===== src/rtl/rsup_pkg.sv =====
package rsup_pkg;
  typedef enum logic [1:0] {
    ST_HOLD  = 2'd0,
    ST_COUNT = 2'd1,
    ST_RUN   = 2'd2
  } sup_state_e;

  // bit positions inside the synchronized flag vector
  localparam int unsigned IDX_MAIN  = 0;
  localparam int unsigned IDX_AUX   = 1;
  localparam int unsigned IDX_THIRD = 2;
  localparam int unsigned IDX_BTN   = 3;
  localparam int unsigned NFLAGS    = 4;
endpackage


===== src/rtl/rsup_sync.sv =====
module rsup_sync #(
  parameter int unsigned W      = 4,
  parameter int unsigned STAGES = 2,
  parameter logic [W-1:0] RST_VAL = '0
) (
  input  logic         clk,
  input  logic         rst_n,
  input  logic [W-1:0] d_i,
  output logic [W-1:0] q_o
);
  logic [W-1:0] stg [STAGES];

  always_ff @(posedge clk or negedge rst_n) begin
    if (!rst_n) begin
      for (int i = 0; i < STAGES; i++) stg[i] <= RST_VAL;
    end else begin
      stg[0] <= d_i;
      for (int i = 1; i < STAGES; i++) stg[i] <= stg[i-1];
    end
  end

  assign q_o = stg[STAGES-1];
endmodule


===== src/rtl/rsup_debounce.sv =====
module rsup_debounce #(
  parameter int unsigned HOLD_CYC = 50
) (
  input  logic clk,
  input  logic rst_n,
  input  logic btn_low_i,
  output logic held_o
);
  localparam int unsigned CW = $clog2(HOLD_CYC + 1);
  localparam logic [CW-1:0] LIMIT = CW'(HOLD_CYC);

  logic [CW-1:0] cnt_q;

  always_ff @(posedge clk or negedge rst_n) begin
    if (!rst_n)                cnt_q <= '0;
    else if (!btn_low_i)       cnt_q <= '0;
    else if (cnt_q != LIMIT)   cnt_q <= cnt_q + 1'b1;
  end

  assign held_o = (cnt_q == LIMIT);


  held_needs_low_chk: assert property (@(posedge clk) disable iff (!rst_n)
    held_o |-> $past(btn_low_i));
endmodule


===== src/rtl/rsup_timer.sv =====
module rsup_timer #(
  parameter int unsigned TICK_DIV = 50000,
  parameter int unsigned TICKS    = 200
) (
  input  logic clk,
  input  logic rst_n,
  input  logic run_i,
  output logic done_o
);
  localparam int unsigned TW = $clog2(TICKS + 1);
  localparam logic [TW-1:0] TLIM = TW'(TICKS);

  logic          tick;
  logic [TW-1:0] ticks_q;

  generate
    if (TICK_DIV > 1) begin : g_pre
      localparam int unsigned PW = $clog2(TICK_DIV);
      localparam logic [PW-1:0] PLIM = PW'(TICK_DIV - 1);
      logic [PW-1:0] pre_q;
      always_ff @(posedge clk or negedge rst_n) begin
        if (!rst_n)              pre_q <= '0;
        else if (!run_i)         pre_q <= '0;
        else if (pre_q == PLIM)  pre_q <= '0;
        else                     pre_q <= pre_q + 1'b1;
      end
      assign tick = run_i && (pre_q == PLIM);
    end else begin : g_nopre
      assign tick = run_i;
    end
  endgenerate

  always_ff @(posedge clk or negedge rst_n) begin
    if (!rst_n)                 ticks_q <= '0;
    else if (!run_i)            ticks_q <= '0;
    else if (tick && !done_o)   ticks_q <= ticks_q + 1'b1;
  end

  assign done_o = (ticks_q == TLIM);


  ticks_bound_chk: assert property (@(posedge clk) disable iff (!rst_n)
    ticks_q <= TLIM);

  stop_clears_chk: assert property (@(posedge clk) disable iff (!rst_n)
    !run_i |=> (ticks_q == '0));
endmodule


===== src/rtl/rsup_supervisor.sv =====
module rsup_supervisor
  import rsup_pkg::*;
#(
  parameter bit          THIRD_OV      = 1'b0,
  parameter int unsigned SYNC_STAGES   = 2,
  parameter int unsigned DEB_CYC       = 50,
  parameter int unsigned TICK_DIV      = 50000,
  parameter int unsigned TIMEOUT_TICKS = 200
) (
  input  logic clk,
  input  logic rst_n,
  input  logic main_low_i,
  input  logic aux_low_i,
  input  logic third_above_i,
  input  logic btn_n_i,
  output logic sys_rst_n_o,
  output logic sys_rst_o
);
  // synchronizers start on the fault side (button released)
  localparam logic [NFLAGS-1:0] SYNC_INIT = {1'b1, THIRD_OV, 1'b1, 1'b1};

  logic [NFLAGS-1:0] raw, syn;
  logic third_bad, btn_held, fault, run, done;
  sup_state_e state_q, state_d;

  assign raw[IDX_MAIN]  = main_low_i;
  assign raw[IDX_AUX]   = aux_low_i;
  assign raw[IDX_THIRD] = third_above_i;
  assign raw[IDX_BTN]   = btn_n_i;

  rsup_sync #(.W(NFLAGS), .STAGES(SYNC_STAGES), .RST_VAL(SYNC_INIT)) u_sync (
    .clk(clk), .rst_n(rst_n), .d_i(raw), .q_o(syn));

  rsup_debounce #(.HOLD_CYC(DEB_CYC)) u_deb (
    .clk(clk), .rst_n(rst_n), .btn_low_i(~syn[IDX_BTN]), .held_o(btn_held));

  generate
    if (THIRD_OV) begin : g_ov
      assign third_bad = syn[IDX_THIRD];
    end else begin : g_uv
      assign third_bad = ~syn[IDX_THIRD];
    end
  endgenerate

  assign fault = syn[IDX_MAIN] | syn[IDX_AUX] | third_bad | btn_held;
  assign run   = (state_q == ST_COUNT) && !fault;

  rsup_timer #(.TICK_DIV(TICK_DIV), .TICKS(TIMEOUT_TICKS)) u_tmr (
    .clk(clk), .rst_n(rst_n), .run_i(run), .done_o(done));

  always_comb begin
    state_d = state_q;
    if (fault) state_d = ST_HOLD;
    else begin
      unique case (state_q)
        ST_HOLD:  state_d = ST_COUNT;
        ST_COUNT: if (done) state_d = ST_RUN;
        ST_RUN:   state_d = ST_RUN;
        default:  state_d = ST_HOLD;
      endcase
    end
  end

  always_ff @(posedge clk or negedge rst_n) begin
    if (!rst_n) state_q <= ST_HOLD;
    else        state_q <= state_d;
  end

  assign sys_rst_o   = (state_q != ST_RUN);
  assign sys_rst_n_o = (state_q == ST_RUN);


  fault_reacts_chk: assert property (@(posedge clk) disable iff (!rst_n)
    fault |=> sys_rst_o);

  release_after_done_chk: assert property (@(posedge clk) disable iff (!rst_n)
    $fell(sys_rst_o) |-> $past(done));

  assert_has_cause_chk: assert property (@(posedge clk) disable iff (!rst_n)
    $rose(sys_rst_o) |-> $past(fault));

  count_abort_chk: assert property (@(posedge clk) disable iff (!rst_n)
    (state_q == ST_COUNT && fault) |=> (state_q == ST_HOLD));
endmodule


===== config.mk =====
export PLATFORM = sky130hd
export DESIGN_NAME = rsup_supervisor
export DESIGN_NICKNAME = d
export VERILOG_FILES = /design/src/rtl/rsup_pkg.sv /design/src/rtl/rsup_sync.sv /design/src/rtl/rsup_debounce.sv /design/src/rtl/rsup_timer.sv /design/src/rtl/rsup_supervisor.sv
export SDC_FILE = /design/constraint.sdc
export NUM_CORES = 1
export LEC_CHECK = 0
export BUFFER_PORTS_ARGS = -buffer_cell sky130_fd_sc_hd__buf_2
export CAP_MARGIN = 15
export CORE_ASPECT_RATIO = 1.25
export CORE_MARGIN = 3
export CORE_UTILIZATION = 65
export DETAILED_ROUTE_END_ITERATION = 10
export PLACE_DENSITY = 0.86
export SLEW_MARGIN = 20
export SYNTH_ARGS = -nofsm -noshare
export SYNTH_HDL_FRONTEND = slang
export SYNTH_HIERARCHICAL = 1
export SYNTH_SLANG_ARGS = --single-unit

===== constraint.sdc =====
create_clock -name clk -period 4.4 [get_ports clk]
set_input_delay 0.44 -clock clk [delete_from_list [all_inputs] [get_ports clk]]
set_output_delay 0.44 -clock clk [all_outputs]
set_load 0.02 [all_outputs]

==> results.md, run 1 <==
- Status: completed
- # DRC: 0
- R2r startpoint: u_deb/cnt_q[0]$_DFFE_PN0P_
- TritonCTS clock tree: built
- RR Endpoint: u_tmr/g_pre.pre_q[10]$_DFF_PN0_
- Cell variety after synth: 40
- Hold/Removal Path Class: in2reg
- Num CTS Buffers: 5
- DR vias: 1,393
- Diode count: 0
- Layout cells sized above 1: 15.2%
- DR pass1 iterations: 5
- Clock-pin slew on the worst setup and hold paths: 120 ps
- Hold Path Sink: u_sync/stg[4]$_DFF_PN1_
- Area share of the largest cell type after synthesis: 42.8%
- Synth-to-Final Area Change: 5.66%
- Fin crit period: 2270 ps
- Predominant post-synthesis flop cell: dfrtp_1
- Post-DP HPWL: 2460 um
- Vias in the first global route: 1,459
- Slew Limit Headroom: 41.8%
- Top cells by area, synth: dfrtp_1, dfstp_2, xnor2_1
- DR WL/cell: 15.4 um
- Critical Path Start Type: flip-flop
- Most used routing layer: met2
- Total wire length: 3560 um
- Period utilization: 51.5%
- Grt total ovfl: 0
- Max Transition Viols Final: 0
- Max frequency: 441 MHz
- Ports: 8
- DIE HEIGHT: 67.9 um
- Final Instance Count excl. Fillers: 231
- PortBufs: 7
- Gate Count Post-Synth: 188
- Post-CTS Hold Fix Bufs: 0
- DR vias/cell: 6.03
- Setup TNS: 0 ps
- Placed cell area: 2020 sq um
- Clk pwr share: 37.5%
- Gpl congestion: 0.834
- Unrepaired setup endpoints after global routing: no
- Leakage: 0.829 nW
- # nets final: 210
- Internal Pwr Total: 0.000502 W
- Mapped Nets: 202
- PD cells: 306 nW/um^2
- #FFs+latches synth: 40
- Ys Warns: 6
- Post-synthesis area per instance: 10.6 sq um
- Clock sink total: 40
- Synth area leader: dfrtp_1
- Switching Share: 21.9%
- Multiplexer share of the synthesized area: 1.01%
- Final Hold Viols: 0
- Required @ worst endpoint: 4680 ps
- Post-route ant nets: 0
- XOR/XNOR share of the synthesized area: 7.04%
- Largest family of logic cells by synthesized area: simple AND/OR/NAND/NOR gates
- Clock buffer depth: 2
- Chip width: 55.5 um
- Global routing usage on met3: 5.28%
- CP Data Arrival Time: 2540 ps
- GR Util met2: 37.4%
- Slew @ Worst Pin: 873 ps
- Hold depth: 1
- EDFF count, synth: 0
- Worst reg2reg path depth: 8
- Most frequent cell after synthesis: dfrtp_1
- Num rows: 21
- Initial antenna violation count: 0
- Post-synthesis cell area: 1990 sq um
- Worst setup path class: reg2reg
- Core footprint: 2810 sq um
- Met1 usage: 22.6%
- Compound-gate portion of the synthesized area: 6.35%
- Max cap viols: 0
- Worst-Skew Late Latency: 350 ps
- Peak VDD IR: 0.319 mV
- Critical-path maximum fanout: 14
- Async S/R FF share, synth: 100%
- Worst reg-to-reg setup slack: 2130 ps
- Nature of the critical path endpoint: flip-flop
- Comb power frac: 3.2%
- Fin area: 2100 sq um
- Sw Pwr: 0.000141 W
- Tot GR Track Use: 21.1%
- Hold Path Origin: main_low_i
- Seq pwr share: 59.3%
- Synth Area in Adders: 5.03%
- # setup viols final: 0
- Initial DRC count: 52
- CTS root buffer: clkbuf_4
- H-tree Lvls: 2
- Synth Area in Simple Gates: 25.2%
- Synth cell count leaders: dfrtp_1, nor2_1, xnor2_1
- Initial Util: 70.8%
- Postcts setup bufs: 0
- Register area share after synthesis: 50.7%
- First-pass GRT wire length: 6160 um
- Setup Skew: 5.37 ps
- DP Cell Count: 223
- Die area: 3760 sq um
- Post-CTS sizing: 0
- Largest net degree at the start of global routing: 41
[worst max path at each step]
| stage | startpoint | endpoint | slack (ps) | depth (start not counted) |
|---|---|---|---|---|
| final | u_deb/cnt_q[0]$_DFFE_PN0P_ | u_tmr/g_pre.pre_q[10]$_DFF_PN0_ | 2130 | 8 |
| after CTS | u_deb/cnt_q[0]$_DFFE_PN0P_ | u_tmr/g_pre.pre_q[10]$_DFF_PN0_ | 2110 | 8 |
| after detailed placement | u_deb/cnt_q[0]$_DFFE_PN0P_ | u_tmr/g_pre.pre_q[10]$_DFF_PN0_ | 2130 | 8 |
| after floorplan | u_deb/cnt_q[0]$_DFFE_PN0P_ | u_tmr/g_pre.pre_q[10]$_DFF_PN0_ | 2430 | 9 |
| after global routing | u_deb/cnt_q[0]$_DFFE_PN0P_ | u_tmr/g_pre.pre_q[4]$_DFF_PN0_ | 1860 | 8 |
| after global placement | u_deb/cnt_q[0]$_DFFE_PN0P_ | u_tmr/g_pre.pre_q[3]$_DFF_PN0_ | 2270 | 8 |
[power groups by stage]
stage / Sequential (W) / Clock, W / Combinational, W
floorplan: 0.000387 / 0 / 0.0000124
global placement: 0.000387 / 0 / 0.0000199
global route: 0.000382 / 0.000262 / 0.0000250
CTS: 0.000381 / 0.000246 / 0.0000215
finish: 0.000381 / 0.000241 / 0.0000209
detailed placement: 0.000388 / 0 / 0.0000213
[worst max-delay path, stage by stage (launching register included)]
cell and delay, ps:
dfrtp_1 440, inv_1 70, ha_1 200, nand4b_1 190, nor2_1 60, or4b_4 500, nor2_1 200, nand2_1 330
nor2_1 210
[kinds of logic (layout without fill, tap and decap cells)]
family	Yosys count	count (layout)
mux	2	2
simple gates	82	82
fa+ha+maj	8	8
compound gates	21	21
flops	40	40
xor+xnor	16	16
buf+inv	19	28
[cell usage in the layout, fill, tap and decap left out, types with 3 or more instances in the layout]
master	Yosys	routed
a21oi_1	8	8
inv_1	12	12
o21ai_0	6	6
nor3_1	3	3
xnor2_1	14	14
dfstp_2	6	6
nor4_1	4	4
o31ai_1	5	5
ha_1	8	8
clkbuf_4	0	5
dfrtp_1	34	34
nand3_1	10	10
nand4_1	7	7
or4_1	5	5
buf_2	0	7
nor2_1	23	23
nand2_1	9	9
[metal layers]
| metal | share of wire [%] | vias up |
|---|---|---|
| met4 | 3.3 | 0 |
| met1 | 42 | 666 |
| met3 | 4.8 | 13 |
| li1 | - | 676 |
| met5 | 0 | - |
| met2 | 50 | 38 |
[state kept, by name, summed over array words and instances (netlist names)]
signal and cells:
state_q 2, u_deb/cnt_q 6, u_sync/q_o 4, u_sync/stg 4, u_tmr/g_pre.pre_q 16, u_tmr/ticks_q 8
[final cells by class]
| class | instances | area (sq um) |
|---|---|---|
| Clock buffer | 5 | 37.5 |
| Clock inverter | 3 | 42.5 |
| Fill cell | 183 | 709 |
| Inverter | 13 | 48.8 |
| Multi-Input combinational cell | 129 | 887 |
| Sequential cell | 40 | 1010 |
| Tap cell | 34 | 42.5 |
| Timing Repair Buffer | 7 | 35.0 |
[through the flow]
stage	utilization (%)	total power, W	hold WS (ps)	setup WS, ps
finish	74.8	0.000643	170	2130
detailed placement	71.9	0.000409	336	2130
global placement	71.9	0.000407	333	2270
CTS	74.8	0.000649	155	2110
floorplan	-	0.000399	144	2430
global route	74.8	0.000669	143	1860
(Power assumes the default switching activity.)
==> run 2, diff against run 1 <==
Settings changed: CORE_UTILIZATION 65 to 60, PLACE_DENSITY 0.86 to 0.81.
Clock period 4.4 ns to 2.4 ns, I/O delays scaled along.
==> run 2 against run 1 <==
Effect of this change: sequential share of layout area fell by 1.3 points; design area increased by 2.7%; clock power up 87%; non-clock buffer count rose by 5; via count increased by 1.7%; critical path type unchanged; critical endpoint is now u_tmr/g_pre.pre_q[3]$_DFF_PN0_; highest routed layer unchanged.
==> results.md, run 2 (same netlist as run 1, synthesis figures left out) <==
- Initial DRC count: 98 (+88%)
- Hold/Removal Path Class: reg2reg
- PortBufs: 7 (unchanged)
- Clock sink total: 40 (unchanged)
- Initial antenna violation count: 0 (unchanged)
- Clock buffer depth: 2 (unchanged)
- CP Data Arrival Time: 2560 ps (+20 ps)
- H-tree Lvls: 2 (unchanged)
- R2r startpoint: u_deb/cnt_q[0]$_DFFE_PN0P_
- Switching Share: 22.0% (+0.10 points)
- Period utilization: 95.5% (+44 points)
- CP peak stage delay: 500 ps (about the same)
- Cell Chain, Critical Path: inv_1 -> ha_1 -> nand4b_1 -> nor2_1 -> or4b_4 -> nor2_1 -> nand2_1 -> nor2_1
- Layout cells sized above 1: 14.9% (-0.38 points)
- Fin area: 2160 sq um (+2.7%)
- Sw Pwr: 0.000263 W (+87%)
- Vias in the first global route: 1,503 (+3.0%)
- Post-CTS sizing: 0 (unchanged)
- Met1 usage: 24.7% (+2.1 points)
- Most used routing layer: met2
- # DRC: 0 (unchanged)
- Internal Pwr Total: 0.000931 W (+85%)
- CTS root buffer: clkbuf_4
- Tot GR Track Use: 20.9% (-0.12 points)
- DR vias: 1,417 (+1.7%)
- Max reg flops: 16 (unchanged)
- # setup viols final: 0 (unchanged)
- Critical Path Start Type: flip-flop
- Placed cell area: 2020 sq um (+0.12%)
- Max frequency: 436 MHz (-1.2%)
- Critical-path maximum fanout: 14 (unchanged)
- CP top delay family: simple AND/OR/NAND/NOR gates
- Worst setup path class: reg2reg
- Post-DP HPWL: 2570 um (+4.3%)
- Gpl congestion: 0.834 (about the same)
- Hold Path Origin: u_sync/stg[4]$_DFF_PN1_
- Fill cell count: 207 (+13%)
- Most common cell after layout, fill and taps aside: dfrtp_1
- Leakage: 0.854 nW (+3.0%)
- Num CTS Buffers: 5 (unchanged)
- TritonCTS clock tree: built
- Clock-pin slew on the worst setup and hold paths: 130 ps (about the same)
- Chip width: 57.5 um (+3.6%)
- Final Hold Viols: 0 (unchanged)
- Worst-Skew Late Latency: 350 ps (about the same)
- First-pass GRT wire length: 6640 um (+7.8%)
- Buffer and inverter count on the worst path: 1 (unchanged)
- Max cap viols: 0 (unchanged)
- Largest registers: u_tmr/g_pre.pre_q (16), u_tmr/ticks_q (8), u_deb/cnt_q (6)
- Required @ worst endpoint: 2670 ps (-2010 ps)
- DR pass1 iterations: 4 (-1)
- PD cells: 553 nW/um^2 (+81%)
- Slew Limit Headroom: 43.4% (+1.6 points)
- DIE HEIGHT: 70.4 um (+3.7%)
- DP Cell Count: 225 (+0.90%)
- # nets final: 215 (+2.4%)
- Peak VDD IR: 0.496 mV (+55%)
- Final Instance Count excl. Fillers: 238 (+3.0%)
- Grt total ovfl: 0 (unchanged)
- Synth-to-Final Area Change: 8.55%
- Slowest cell on the critical path: or4b_4
- CP most frequent cell: nor2_1
- Worst Setup SP: u_deb/cnt_q[0]$_DFFE_PN0P_
- Ports: 8 (unchanged)
- Total wire length: 3660 um (+2.8%)
- Clk pwr share: 37.7% (+0.2 points)
- Post-route ant nets: 0 (unchanged)
- Register area: 1010 sq um (unchanged)
- Status: completed
- Multi-input logic area: 887 sq um (unchanged)
- Seq pwr share: 58.5% (-0.8 points)
- Comb power frac: 3.8% (+0.6 points)
- DR vias/cell: 5.95 (-1.3%)
- Most frequent cells in the layout: dfrtp_1, nor2_1, xnor2_1
- Nature of the critical path endpoint: flip-flop
- Unrepaired setup endpoints after global routing: yes
- Largest net degree at the start of global routing: 41 (unchanged)
- Max Transition Viols Final: 0 (unchanged)
- Fin crit period: 2290 ps (+26.9 ps)
- Global routing usage on met3: 4.99% (-0.29 points)
- Num rows: 22 (+4.8%)
- Diode count: 0 (unchanged)
- DR WL/cell: 15.4 um (-0.21%)
- Slew @ Worst Pin: 849 ps (-24.6 ps)
- Top reg by flops: u_tmr/g_pre.pre_q
- GR Util met2: 36.6% (-0.87 points)
- Core footprint: 3060 sq um (+8.7%)
- Setup Skew: 9.93 ps (+4.56 ps)
- Die area: 4050 sq um (+7.5%)
- Initial Util: 65.1% (-5.7 points)
## run 2: what timing repair did
item,CTS,global route
hold endpoints to repair,38,0
setup endpoints to repair,0,23
hold buffers,5,0
setup buffers,0,0
## run 2: final cells by class
| class | instances | share of cell area (%) |
|---|---|---|
| clock buffer | 5 | 1.74 |
| clock inverter | 3 | 2.20 |
| inverter | 13 | 2.26 |
| multi-input combinational | 129 | 41.1 |
| sequential | 40 | 46.7 |
| tap | 36 | 2.09 |
| timing repair buffer | 12 | 3.94 |
## run 2: path summary, 6_finish.rpt
| kind | to | slack (ps) | depth (start not counted) |
|---|---|---|---|
| min in group asynchronous | u_deb/cnt_q[3]$_DFFE_PN0P_ | 520 | 2 |
| min | u_sync/q_o[0]$_DFF_PN1_ | 370 | 0 |
| max in group asynchronous | u_deb/cnt_q[1]$_DFFE_PN0P_ | 1350 | 2 |
| max | u_tmr/g_pre.pre_q[3]$_DFF_PN0_ | 110 | 8 |
| max reg2reg | u_tmr/g_pre.pre_q[3]$_DFF_PN0_ | 110 | 8 |
| min reg2reg | u_sync/q_o[0]$_DFF_PN1_ | 370 | 0 |
## run 2: through the flow
step	TNS (ps)	setup slack (ps)	power (W)	hold WS, ps	util [%]
2_1_floorplan	0	432	0.000732	-55.6	-
3_3_place_gp	0	318	0.000746	334	66.3
3_5_place_dp	0	171	0.000751	344	66.3
4_1_cts	0	125	0.00121	369	70.7
5_1_grt	-2100	-135	0.00124	371	70.7
6_report	0	107	0.00119	366	70.7
## run 2: power groups by stage
| stage | logic [W] | clock network (W) | registers (W) |
|---|---|---|---|
| 2_1_floorplan | 0.0000227 | 0 | 0.000709 |
| 3_3_place_gp | 0.0000365 | 0 | 0.000710 |
| 3_5_place_dp | 0.0000400 | 0 | 0.000711 |
| 4_1_cts | 0.0000463 | 0.000470 | 0.000699 |
| 5_1_grt | 0.0000528 | 0.000489 | 0.000700 |
| 6_report | 0.0000455 | 0.000450 | 0.000699 |
## run 2: layer usage
metal / share of wire, % / wire length [um] / vias to the layer above
met5: 0 / 0 / -
met4: 0.33 / 12 / 0
met3: 2.5 / 92 / 2
met2: 56 / 2040 / 23
met1: 41 / 1510 / 708
li1: - / - / 684
==> run 3, diff against run 2 <==
Settings changed: CORE_UTILIZATION 60 to 54, PLACE_DENSITY 0.81 to 0.77.
Clock period 2.4 ns to 2 ns, I/O delays scaled along.
==> run 3 against run 2 <==
Effect of this change: sequential power is 19% higher; first-iteration DRC count is 31% lower; cell count is 7.1% higher; fmax is 18% higher; register-to-register slack worse by 50 ps; worst setup slack worse by 54 ps; clock skew is 5.9 ps lower; combinational power is 52% higher; sequential cell count stayed put; clock power is 50% higher; highest routed layer unchanged.
==> results.md, run 3 (same netlist as run 1, synthesis figures left out) <==
- Largest registers: u_tmr/g_pre.pre_q (16), u_tmr/ticks_q (8), u_deb/cnt_q (6)
- Hold/Removal Path Class: in2async
- Clock buffer depth: 2 (unchanged)
- RR Endpoint: u_tmr/g_pre.pre_q[3]$_DFF_PN0_
- DR WL/cell: 15.4 um (+0.46%)
- Core footprint: 3510 sq um (+15%)
- Nature of the critical path endpoint: flip-flop
- Worst Setup SP: u_deb/cnt_q[0]$_DFFE_PN0P_
- Vias in the first global route: 1,478 (-1.7%)
- Cell Chain, Critical Path: inv_1 -> ha_1 -> nand4b_1 -> nor2_1 -> or4b_4 -> nor2_4 -> nand2_2 -> buf_6 -> nor2_1
- Initial Util: 56.6% (-8.5 points)
- Critical-path maximum fanout: 7 (-7)
- Max cap viols: 0 (unchanged)
- Period utilization: 97.3% (+1.8 points)
- Initial antenna violation count: 0 (unchanged)
- Initial DRC count: 68 (-31%)
- Num CTS Buffers: 5 (unchanged)
- Layout cells sized above 1: 23.6% (+8.8 points)
- Levels on crit path: 9 (+1)
- DIE HEIGHT: 73.9 um (+4.9%)
- Max frequency: 514 MHz (+18%)
- PortBufs: 7 (unchanged)
- Tot GR Track Use: 19.4% (-1.5 points)
- Finished Core Util: 66.3% (-4.4 points)
- Tot Pwr: 0.00158 W (+32%)
- Peak VDD IR: 0.625 mV (+26%)
- Final Hold Viols: 0 (unchanged)
- First-pass GRT wire length: 6410 um (-3.5%)
- Die area: 4450 sq um (+10%)
- Post-route ant nets: 0 (unchanged)
- Most frequent cells in the layout: dfrtp_1, nor2_1, xnor2_1
- Synth-to-Final Area Change: 17.1%
- DR pass1 iterations: 4 (unchanged)
- Setup Skew: 4.01 ps (-5.92 ps)
- PD cells: 677 nW/um^2 (+22%)
- H-tree Lvls: 2 (unchanged)
- CP Data Arrival Time: 2180 ps (-380 ps)
- Fin crit period: 1950 ps (-346 ps)
- Critical Path Start Type: flip-flop
- Num rows: 24 (+9.1%)
- CP peak stage delay: 520 ps (+20 ps)
- Dpl ws: -38.8 ps (-210 ps)
- # setup viols final: 0 (unchanged)
- Max reg flops: 16 (unchanged)
- Clock-pin slew on the worst setup and hold paths: 80 ps (-50 ps)
- Fill cell count: 257 (+24%)
- Diode count: 0 (unchanged)
- Required @ worst endpoint: 2230 ps (-440 ps)
- Grt total ovfl: 0 (unchanged)
- CTS root buffer: clkbuf_8
- Total wire length: 3940 um (+7.6%)
- Status: completed
- Slew @ Worst Pin: 854 ps (+5.09 ps)
- Post-DP HPWL: 2680 um (+4.3%)
- Unrepaired setup endpoints after global routing: yes
- Largest net degree at the start of global routing: 41 (unchanged)
- Worst setup path class: reg2reg
- Setup ws final: 53.1 ps (-54.0 ps)
- CP most frequent cell: nor2_1
- # DRC: 0 (unchanged)
- Critical path capture point: u_tmr/g_pre.pre_q[3]$_DFF_PN0_
- Worst reg-to-reg setup slack: 50 ps (-50 ps)
- CP top delay family: simple AND/OR/NAND/NOR gates
- Worst-Skew Late Latency: 300 ps (-50 ps)
- Most common cell after layout, fill and taps aside: dfrtp_1
- Worst reg2reg path depth: 9 (+1)
- Max Transition Viols Final: 0 (unchanged)
- Top reg by flops: u_tmr/g_pre.pre_q
- Slowest cell on the critical path: or4b_4
- DR vias/cell: 5.75 (-3.5%)
- Clock sink total: 40 (unchanged)
- Chip width: 60.3 um (+4.9%)
- Ports: 8 (unchanged)
- Gpl congestion: 0.825 (-1.0%)
- Buffer and inverter count on the worst path: 2 (+1)
- DR vias: 1,465 (+3.4%)
- TritonCTS clock tree: built
- R2r startpoint: u_deb/cnt_q[0]$_DFFE_PN0P_
- Slew Limit Headroom: 43.1% (-0.34 points)
- # nets final: 229 (+6.5%)
- Leakage: 0.939 nW (+9.9%)
[run 3: cell count changes in the layout (fill, tap and decap cells not counted), moves of 2 or more]
cell      change
nor2_1        -2
clkbuf_8      +5
buf_4        +13
buf_6         +2
clkbuf_4      -5
[run 3: worst min path at each step]
stage	slack, ps	startpoint	cells past startpoint	to
finish	8	rst_n	1	u_tmr/ticks_q[0]$_DFFE_PN0P_
global route	70	rst_n	1	u_tmr/ticks_q[6]$_DFFE_PN0P_
detailed placement	310	btn_n_i	1	u_sync/stg[7]$_DFF_PN1_
CTS	40	rst_n	1	u_tmr/ticks_q[6]$_DFFE_PN0P_
floorplan	-100	rst_n	0	state_q[0]$_DFFE_PN0P_
global placement	310	btn_n_i	1	u_sync/stg[7]$_DFF_PN1_
[run 3: area by class of cell]
class	instances	area, sq um	area share (%)
Tap cell	39	48.8	2.09
Multi-Input combinational cell	129	911	39.1
Clock inverter	3	47.5	2.04
Inverter	13	50.0	2.15
Timing Repair Buffer	26	195	8.38
Clock buffer	5	68.8	2.95
Sequential cell	40	1010	43.3
[run 3: routing by layer]
layer  part of all wire (%)  track usage (%)
met3                    2.5             4.39
met4                    1.6             9.36
met5                      0                0
met2                     51             30.6
met1                     45             24.8
[run 3: metrics by stage]
stage          std cells  area [sq um]  hold WS [ps]  TNS, ps
3_3_place_gp         240          2120           306        0
4_1_cts              252          2290          38.1        0
3_5_place_dp         240          2120           306     -232
2_1_floorplan        188          1990         -95.6        0
5_1_grt              255          2330          70.0     -281
6_report             255          2330          8.27        0
[run 3: repair_timing]
item	4_1_cts	5_1_grt
hold endpoints to repair	4	0
resized for setup	3	9
buffers inserted	0	2
gates cloned	0	1
endpoints found under the setup margin	11	24
hold buffers	4	0
pin swaps	0	1
[run 3: worst reg2reg max path, stage by stage (launching register included)]
cell,delay [ps]
dfrtp_1,360
inv_1,60
ha_1,210
nand4b_1,150
nor2_1,60
or4b_4,520
nor2_4,170
nand2_2,90
buf_6,140
nor2_1,120
[run 3: report_power, final]
part           switching [W]  internal, W
Combinational      0.0000386    0.0000306
Clock               0.000299     0.000376
Sequential        0.00000770     0.000827
Total               0.000345      0.00123
